$ cat src/rtl/strm_hold_watch.sv
module strm_hold_watch #(
  parameter int DATA_W = 32,
  parameter int KEEP_W = 4
) (
  input  logic              clk_i,
  input  logic              rst_ni,
  input  logic              tvalid_i,
  input  logic              tready_i,
  input  logic [DATA_W-1:0] tdata_i,
  input  logic [KEEP_W-1:0] tkeep_i,
  input  logic              tlast_i,
  output logic              viol_o
);

  logic              pend_q;
  logic [DATA_W-1:0] data_q;
  logic [KEEP_W-1:0] keep_q;
  logic              last_q;

  always_ff @(posedge clk_i or negedge rst_ni) begin
    if (!rst_ni) begin
      pend_q <= 1'b0;
      data_q <= '0;
      keep_q <= '0;
      last_q <= 1'b0;
    end else begin
      pend_q <= tvalid_i & ~tready_i;
      data_q <= tdata_i;
      keep_q <= tkeep_i;
      last_q <= tlast_i;
    end
  end

  assign viol_o = pend_q & (~tvalid_i | (tdata_i != data_q) |
                            (tkeep_i != keep_q) | (tlast_i != last_q));

endmodule

$ cat config.mk
export PLATFORM = sky130hd
export DESIGN_NAME = strm_hold_watch
export DESIGN_NICKNAME = d
export VERILOG_FILES = /design/src/rtl/strm_hold_watch.sv
export SDC_FILE = /design/constraint.sdc
export NUM_CORES = 1
export LEC_CHECK = 0
export BUFFER_PORTS_ARGS = -buffer_cell sky130_fd_sc_hd__buf_2
export CORE_MARGIN = 3
export CORE_UTILIZATION = 35
export CTS_BUF_LIST = sky130_fd_sc_hd__clkbuf_8
export CTS_CLUSTER_SIZE = 30
export DETAILED_ROUTE_END_ITERATION = 8
export PLACE_DENSITY = 0.56
export SLEW_MARGIN = 20
export SYNTH_ARGS = -nofsm -noshare
export SYNTH_HDL_FRONTEND = slang
export SYNTH_SLANG_ARGS = --single-unit
$ cat constraint.sdc
create_clock -name clk_i -period 3.9 [get_ports clk_i]
set_input_delay 0.39 -clock clk_i [delete_from_list [all_inputs] [get_ports clk_i]]
set_output_delay 0.39 -clock clk_i [all_outputs]
set_load 0.02 [all_outputs]
# Word-level counts from Yosys, hierarchy flattened
# Index checks and enable logic that the tools add are counted.
[word_totals]
romBits = 0
mem_count = 0
latchBits = 0
reg_bits = 38
ram_bits = 0
elab_cells = 14
output_inout_bits = 1
inputBits = 41
[op_classes]
n_shift = 0
n_reduce_logical = 0
eq_ne = 3
muxes = 0
div_mod_pow = 0
n_bitwise = 7
mul = 0
n_addsub = 0
magnitude_cmp = 0
[ops]
columns = ["operator", "n"]
rows = [
  ["32-bit inequality test", 1],
  ["4-bit inequality test", 1],
  ["1-bit bitwise OR", 3],
  ["1-bit AND", 2],
  ["1-bit NOT", 2],
  ["1-bit inequality test", 1],
]

# Logic depth before layout (Yosys ltp)
# Gate-level depths: netlist of the first run.
[logic_depth]
word_depth = 5
ltp_mapped = 4
ltp_nobuf = 4

# Worst setup path before layout of the first run
# Ideal clock, no wire load.
[synth_timing]
path_kind = "input -> output"
startpoint = "input tdata_i[18]"
endpoint = "output viol_o"
required_time_ns = 3.510
arrival_ns = 1.257
slack_ns = 2.253
path_buffers = 0
stages = 4
cell_sequence = "xor2_1 > nor4_1 > nand4_1 > o31a_1"
[synth_via]
elab_chain_len = 5
[synth_lines]
columns = ["element", "line_no", "rtl"]
rows = [
  ["start, declared", "9", "input logic [DATA_W-1:0] tdata_i,"],
  ["32-bit inequality test", "34", "assign viol_o = pend_q & (~tvalid_i | (tdata_i != data_q) |"],
  ["1-bit bitwise OR (2 in a row)", "34", ""],
  ["1-bit bitwise OR", "35", "(tkeep_i != keep_q) | (tlast_i != last_q));"],
  ["1-bit AND", "34", ""],
  ["end, declared", "12", "output logic viol_o"],
]
# Every way passes these cells.

# Final worst setup path of the first run
[layout_timing]
startpoint = "register data_q[18]"
endpoint = "output viol_o"
[layout_via]
elab_chain_len = 5
[layout_lines]
columns = ["element", "line_no", "rtl"]
rows = [
  ["start, declared", "16", "logic [DATA_W-1:0] data_q;"],
  ["start signal, assigned", "28", "data_q <= tdata_i;"],
  ["32-bit inequality test", "34", ""],
  ["1-bit bitwise OR (2 in a row)", "34", ""],
  ["1-bit bitwise OR", "35", ""],
  ["1-bit AND", "34", ""],
]
# Every way passes these cells.

==> results.ini, run 1 <==
[global_routing]
grt_use_met3_pct=5.25
grtUsageTotal_pct=11.3
met2_usage_pct=16.6
overflow=0
grt_use_met1_pct=13.9
grt_pass1_vias=808
busiest_layer=met2
antenna_found_initial=0
grt_pass1_wl_um=3700
grt_max_degree=39

[critical_path]
crit_type=flip-flop to output pin
cp.arrival_ps=1800
cp-end-kind=output pin
crit_required_ps=3510
crit_path_max_fanout=1
start_kind=flip-flop

[placed_design]
placed_cell_area_um2=1630
gp_congestion=0.642
numPortBuffers=41
hpwl_um=1790

[timing]
final_max_slew_viol_count=0
max_freq_mhz=456
final_hold_viol_count=0
fin_crit_sh_pct=56.2
tightestPinTransition_ps=819
timing.final.crit_period_ps=2190
setup_tns_ps=0
setup-violations-final=0
rsz0062_at_grt=no
slew_headroom_pct=45.4

[cells_and_area]
finalInstanceArea_um2=1740
drive_above_1_share_pct=35.5
insertedDiodeCount=0
area_growth_pct=27.4
nNetsFinal=178

[yosys]
async_flop_share_pct=100
ys_top_cells_by_count=38 x dfrtp_1, 36 x xor2_1, 9 x nor4_1
synth_seq_cells=38
netlist_instances=89
yosysSeqAreaShare_pct=69.7
yosysTopAreaCell=dfrtp_1
netlist_area_um2=1360
synth_warnings=0
yosysUniqueCellTypes=8
synth.top_cells.by_area=dfrtp_1 70%, xor2_1 23%, nor4_1 4.1%, nand4_1 0.92%, o31a_1 0.64%
synth_edf_count=0
synth_top_area_share_pct=69.7
synth-main-ff-cell=dfrtp_1
avgSynthCellArea_um2=15.3
yosysMostFrequentCell=dfrtp_1
synth_nets=130

[route]
vias=792
detail-route-antenna-nets=0
wl_per_cell_um=12.5
drtPass1Iterations=2
first_iter_violations=17
vias_per_cell=4.26
drt-total-wl_um=2330
drcViolationCount=0

[clock_network]
cts_resized=0
root_buffer=clkbuf_8
cts_buffer_depth=2
cts_made_buffers=5
ctsHtreeMaxLevel=2
cts_setup_buffers=0
clkTransAtPathRegs_ps=70
cts_tree=done
numClockSinks=38
ctsHoldBuffers=0

[run_status]
outcome=finished, final reports clean

[power]
total_power_mw=0.811
leakage_nw=0.829
power_density_nw_per_um2=467
ir_worst_vdd_v=0.000244

[floorplan]
die_h_um=68.4
rows=22
start_util_pct=36.7
dieWidth_um=68.4
coreArea_um2=3720
io_pins=42
dieArea_um2=4680

[job]
maxCapViolCount=0

[min_path]
hold_path_class=input pin to async pin

==> state kept, by name, summed over array words and instances (netlist names) <==
| name | flops |
|---|---|
| data_q | 32 |
| keep_q | 4 |
| last_q | 1 |
| pend_q | 1 |
==> area by class of cell <==
class / instances / area, um2
clock buffers: 5 / 68.8
clock inverters: 3 / 40.0
fillers: 348 / 1980
multi-input cells: 51 / 413
flip-flops and latches: 38 / 951
well taps: 48 / 60.1
repair buffers: 41 / 205
==> critical path, cell delays in order (launching register included) <==
cell     delay (ps)
dfrtp_1         380
xor2_1          160
nor4_1          350
nand4_1         160
o31a_1          320
buf_2           160
==> power breakdown <==
part | internal (mW) | switching, mW | total, mW
Sequential | 0.414 | 0.00855 | 0.422
Clock | 0.188 | 0.134 | 0.322
Combinational | 0.0328 | 0.0340 | 0.0668
==> worst paths after layout <==
path / cells past startpoint / endpoint / startpoint / slack, ps
hold / removal: 1 / data_q[26]$_DFF_PN0_ / rst_ni / 200
setup / recovery: 5 / viol_o / data_q[18]$_DFF_PN0_ / 1710
max in group asynchronous: 1 / data_q[25]$_DFF_PN0_ / rst_ni / 3190
min in group clk_i: 1 / data_q[26]$_DFF_PN0_ / tdata_i[26] / 230
==> metal layers <==
layer | routed length [um] | vias to the layer above
met2 | 1110 | 26
met3 | 178 | 5
met4 | 37 | 0
li1 | - | 388
met5 | 0 | -
met1 | 999 | 373
==> stage by stage <==
stage	worst slack, ps	hold slack (ps)	cells	util, %
2_1_floorplan	2250	94.4	89	-
3_3_place_gp	1820	516	178	43.8
3_5_place_dp	1830	525	178	43.8
4_1_cts	1630	221	186	46.8
5_1_grt	1540	215	186	46.8
6_report	1710	195	186	46.8
==> logic make-up after synthesis <==
logic type	share of synthesized area (%)
flops	69.7
compound gates	0.642
simple gates	5.87
xor+xnor	23.8
==> cell usage in the layout (no fill, tap or decap) <==
| cell | synthesis | routed |
|---|---|---|
| nand3_1 | 1 | 1 |
| bufinv_16 | 0 | 1 |
| xnor2_1 | 1 | 1 |
| nand4_1 | 2 | 2 |
| xor2_1 | 36 | 36 |
| nor2b_1 | 1 | 1 |
| nor4_1 | 9 | 9 |
| dfrtp_1 | 38 | 38 |
| o31a_1 | 1 | 1 |
| clkbuf_8 | 0 | 5 |
| buf_2 | 0 | 41 |
| clkinv_2 | 0 | 2 |
Power figures use the tool's default switching activity.
==> run 2, diff against run 1 <==
- PLACE_DENSITY: 0.56 -> 0.58
- clock period: 3.9 -> 1.91 ns (I/O delays scaled with it)
==> run 2 against run 1 <==
Compared with the run above: the flow now finishes with violations (hold timing, setup timing); sequential share of layout area is 0.16 points higher; highest routed layer unchanged; die area is the same; first-iteration DRC count increased by 82%; clock power grew 53%; sequential power grew 100%; via count up 0.25%; critical endpoint unchanged.
==> results.ini, run 2 (synthesis results as in run 1) <==
[run_status]
outcome=finished with violations
violations=hold timing, setup timing

[timing]
max_freq_mhz=520
hold_slack_ps=-4.64  ; -200 ps
final_max_slew_viol_count=0  ; unchanged
setup_slack_ps=-11.5  ; -1720 ps
setup-violations-final=1  ; +1
fin_crit_sh_pct=101
timing.final.crit_period_ps=1920
tightestPinTransition_ps=807  ; -11.7 ps
final_hold_viol_count=10  ; +10
slew_headroom_pct=46.2  ; +0.78 points
setup_tns_ps=-11.5  ; -11.5 ps
rsz0062_at_grt=yes

[critical_path]
cp.arrival_ps=1730  ; -70 ps
start_kind=flip-flop
crit_chain=xor2_1 > nor4_2 > nand4_1 > o31a_1 > buf_2
cp.depth=5  ; unchanged
slowest_stage=dfrtp_1
path_buf_inv=1  ; unchanged
cp-end-kind=output pin
crit_family=simple AND/OR/NAND/NOR gates
crit_type=flip-flop to output pin
crit_path_max_fanout=1  ; unchanged
crit_required_ps=1720  ; -1790 ps
max_stage_delay_ps=370  ; about the same

[global_routing]
antenna_found_initial=0  ; unchanged
overflow=0  ; unchanged
grt_pass1_vias=823  ; +1.9%
grtUsageTotal_pct=11.9  ; +0.56 points
grt_max_degree=39  ; unchanged
grt_pass1_wl_um=3820  ; +3.4%

[cells_and_area]
insertedDiodeCount=0  ; unchanged
largest_reg_flops=32  ; unchanged
reg_top3=data_q (32), keep_q (4)
final_common_cell=buf_2
final_cell_mix=41 x buf_2, 38 x dfrtp_1, 36 x xor2_1, 5 x nor4_1, 5 x clkbuf_8
fin_cells=185  ; -0.54%
nNetsFinal=178  ; unchanged
area_growth_pct=27.1
largest-register=data_q
finalInstanceArea_um2=1730  ; -0.29%
final_util_pct=46.6  ; -0.13 points
num-fill-cells=358  ; +2.9%
drive_above_1_share_pct=38.0  ; +2.4 points

[route]
vias=794  ; +0.25%
drcViolationCount=0  ; unchanged
vias_per_cell=4.29  ; +0.79%
drt-total-wl_um=2360  ; +1.2%
drtPass1Iterations=2  ; unchanged
first_iter_violations=31  ; +14
wl_per_cell_um=12.7  ; +1.8%
detail-route-antenna-nets=0  ; unchanged

[min_path]
hold_path_class=input pin to async pin

[power]
ir_worst_vdd_v=0.000394  ; +61%
leakage_nw=0.817  ; -1.5%
total_power_mw=1.50  ; +85%
power_density_nw_per_um2=868  ; +86%

[clock_network]
numClockSinks=38  ; unchanged
cts_made_buffers=5  ; unchanged
cts_tree=done
root_buffer=clkbuf_8
clkTransAtPathRegs_ps=70  ; about the same
cts_buffer_depth=2  ; unchanged
ctsHoldBuffers=0  ; unchanged
cts_setup_buffers=0  ; unchanged
ctsHtreeMaxLevel=2  ; unchanged

[placed_design]
pre_cts_ws_ps=198  ; -1630 ps
gp_congestion=0.661  ; +2.9%
numPortBuffers=41  ; unchanged
hpwl_um=1780  ; -0.58%
place_inst=178  ; unchanged
placed_cell_area_um2=1630  ; unchanged

[floorplan]
start_util_pct=36.7  ; unchanged
dieArea_um2=4680  ; unchanged
die_h_um=68.4  ; unchanged
coreArea_um2=3720  ; unchanged
io_pins=42  ; unchanged
dieWidth_um=68.4  ; unchanged
rows=22  ; unchanged

[job]
maxCapViolCount=0  ; unchanged

## run 2: changes by cell type in the layout (fill, tap and decap cells not counted)
| cell | previous run | this run |
|---|---|---|
| bufinv_16 | 1 | 0 |
| nor4_1 | 9 | 5 |
| nor4_2 | 0 | 4 |
## run 2: area by class of cell
type	instances	area (um2)	area share [%]
Multi-Input combinational cell	51	438	25.3
Timing Repair Buffer	41	205	11.8
Clock inverter	2	10.0	0.578
Sequential cell	38	951	54.9
Clock buffer	5	68.8	3.97
Tap cell	48	60.1	3.47
## run 2: worst max path at each step
stage	from	to	slack (ps)
2_1_floorplan	data_q[18]$_DFF_PN0_	viol_o	480
3_3_place_gp	data_q[8]$_DFF_PN0_	viol_o	210
3_5_place_dp	data_q[31]$_DFF_PN0_	viol_o	200
4_1_cts	data_q[20]$_DFF_PN0_	viol_o	-40
5_1_grt	data_q[8]$_DFF_PN0_	viol_o	-120
6_report	data_q[20]$_DFF_PN0_	viol_o	-10
## run 2: power breakdown
group	switching (mW)	internal (mW)	total, mW
clock network	0.250	0.244	0.494
logic	0.0785	0.0692	0.148
registers	0.0172	0.846	0.863
## run 2: metal layers
metal | track usage (%) | vias up | wire length [um]
li1 | - | 387 | -
met1 | 14.2 | 377 | 943
met2 | 18.2 | 24 | 1220
met3 | 5.09 | 6 | 149
met4 | 5.96 | 0 | 44
met5 | 0 | - | 0
## run 2: repair_timing
action                                  in CTS  in global routing
gates resized for setup                      4                  0
endpoints found under the setup margin       1                  1
pin swaps                                    3                  0
cloned                                       0                  0
==> run 3, diff against run 2 <==
- SKIP_CTS_REPAIR_TIMING: unset -> 1
==> run 3 against run 2 <==
Compared with the run above: the run still ends with hold timing, setup timing left; die area unchanged; clock power down 1%; global-route usage down 0.49 points; worst setup slack better by 8.7 ps; wire length down 1.7%; critical path depth unchanged; via count up 0.38%; clock-buffer cell count unchanged; fmax up 0.45%; core utilization unchanged; combinational power about the same; final cell count unchanged; critical path type unchanged.
==> results.ini, run 3 (synthesis results as in run 1) <==
[run_status]
outcome=finished with violations
violations=hold timing, setup timing

[route]
drt-total-wl_um=2320  ; -1.7%
drcViolationCount=0  ; unchanged
first_iter_violations=27  ; -13%
wl_per_cell_um=12.5  ; -1.7%
detail-route-antenna-nets=0  ; unchanged
vias_per_cell=4.31  ; +0.38%
drtPass1Iterations=4  ; +2
vias=797  ; +0.38%

[clock_network]
cts_tree=done
clkTransAtPathRegs_ps=70  ; about the same
cts_made_buffers=5  ; unchanged
ctsHtreeMaxLevel=2  ; unchanged
numClockSinks=38  ; unchanged
cts_buffer_depth=2  ; unchanged
root_buffer=clkbuf_8

[placed_design]
placed_cell_area_um2=1630  ; unchanged
hpwl_um=1780  ; unchanged
gp_congestion=0.661  ; unchanged
numPortBuffers=41  ; unchanged

[critical_path]
crit_required_ps=1720  ; about the same
cp-end-kind=output pin
cp-startpoint=data_q[15]$_DFF_PN0_
cp.arrival_ps=1720  ; about the same
slowest_stage=dfrtp_1
crit_type=flip-flop to output pin
crit_path_max_fanout=1  ; unchanged
start_kind=flip-flop
crit_family=simple AND/OR/NAND/NOR gates
max_stage_delay_ps=370  ; about the same
cp.depth=5  ; unchanged
path_buf_inv=1  ; unchanged
crit_chain=xor2_1 > nor4_2 > nand4_1 > o31a_1 > buf_2

[cells_and_area]
area_growth_pct=27.1  ; unchanged
final_cell_mix=41 x buf_2, 38 x dfrtp_1, 36 x xor2_1, 5 x nor4_1, 5 x clkbuf_8
final_common_cell=buf_2
largest-register=data_q
finalInstanceArea_um2=1730  ; unchanged
insertedDiodeCount=0  ; unchanged
nNetsFinal=178  ; unchanged
largest_reg_flops=32  ; unchanged
drive_above_1_share_pct=38.0  ; unchanged
reg_top3=data_q (32), keep_q (4)

[timing]
setup_slack_ps=-2.86  ; +8.66 ps
fin_crit_sh_pct=100  ; -0.45 points
final_hold_viol_count=11  ; +1
final_max_slew_viol_count=0  ; unchanged
setup-violations-final=1  ; unchanged
slew_headroom_pct=46.7  ; +0.52 points
max_freq_mhz=523  ; +0.45%
rsz0062_at_grt=yes
timing.final.crit_period_ps=1910  ; -8.66 ps
tightestPinTransition_ps=799  ; -7.78 ps
hold_slack_ps=-4.58  ; +0.0574 ps

[floorplan]
dieArea_um2=4680  ; unchanged
rows=22  ; unchanged
coreArea_um2=3720  ; unchanged
io_pins=42  ; unchanged
dieWidth_um=68.4  ; unchanged
start_util_pct=36.7  ; unchanged
die_h_um=68.4  ; unchanged

[power]
power_density_nw_per_um2=865  ; -0.40%
ir_worst_vdd_v=0.000394  ; about the same
total_power_mw=1.50  ; -0.40%
leakage_nw=0.817  ; unchanged

[global_routing]
antenna_found_initial=0  ; unchanged
grt_max_degree=39  ; unchanged
grt_pass1_vias=807  ; -1.9%
grtUsageTotal_pct=11.4  ; -0.49 points
grt_pass1_wl_um=3700  ; -3.2%
overflow=0  ; unchanged

[min_path]
hold_path_class=input pin to async pin

[job]
maxCapViolCount=0  ; unchanged

## run 3: cell counts in the layout (fill, tap and decap cells not counted)
No cell type changed its count.
## run 3: per-stage QoR
step	setup TNS (ps)	utilization [%]	std cells	worst slack (ps)
2_1_floorplan	0	-	89	476
3_3_place_gp	0	43.8	178	210
3_5_place_dp	0	43.8	178	198
4_1_cts	-115	46.0	185	-115
5_1_grt	-109	46.6	185	-109
6_report	-2.86	46.6	185	-2.86
## run 3: final cells by class
| cell class | count | area, um2 |
|---|---|---|
| timing repair buffer | 41 | 205 |
| clock inverter | 2 | 10.0 |
| sequential | 38 | 951 |
| multi-input combinational | 51 | 438 |
| tap | 48 | 60.1 |
| clock buffer | 5 | 68.8 |
| fill | 361 | 1980 |
## run 3: power breakdown
part | total [mW] | internal [mW] | switching, mW
clock network | 0.489 | 0.244 | 0.245
logic | 0.147 | 0.0692 | 0.0781
registers | 0.863 | 0.846 | 0.0172
## run 3: routing by layer
layer / routed length, um / GRT usage [%] / up-vias
li1: - / - / 387
met2: 1230 / 16.8 / 25
met1: 925 / 14.0 / 381
met5: 0 / 0 / -
met4: 30 / 5.96 / 0
met3: 134 / 5.09 / 4
## run 3: path summary, 6_finish.rpt
check / end
worst min-delay path: data_q[26]$_DFF_PN0_
worst max-delay path: viol_o
min in group clk_i: data_q[28]$_DFF_PN0_
max in group asynchronous: data_q[21]$_DFF_PN0_
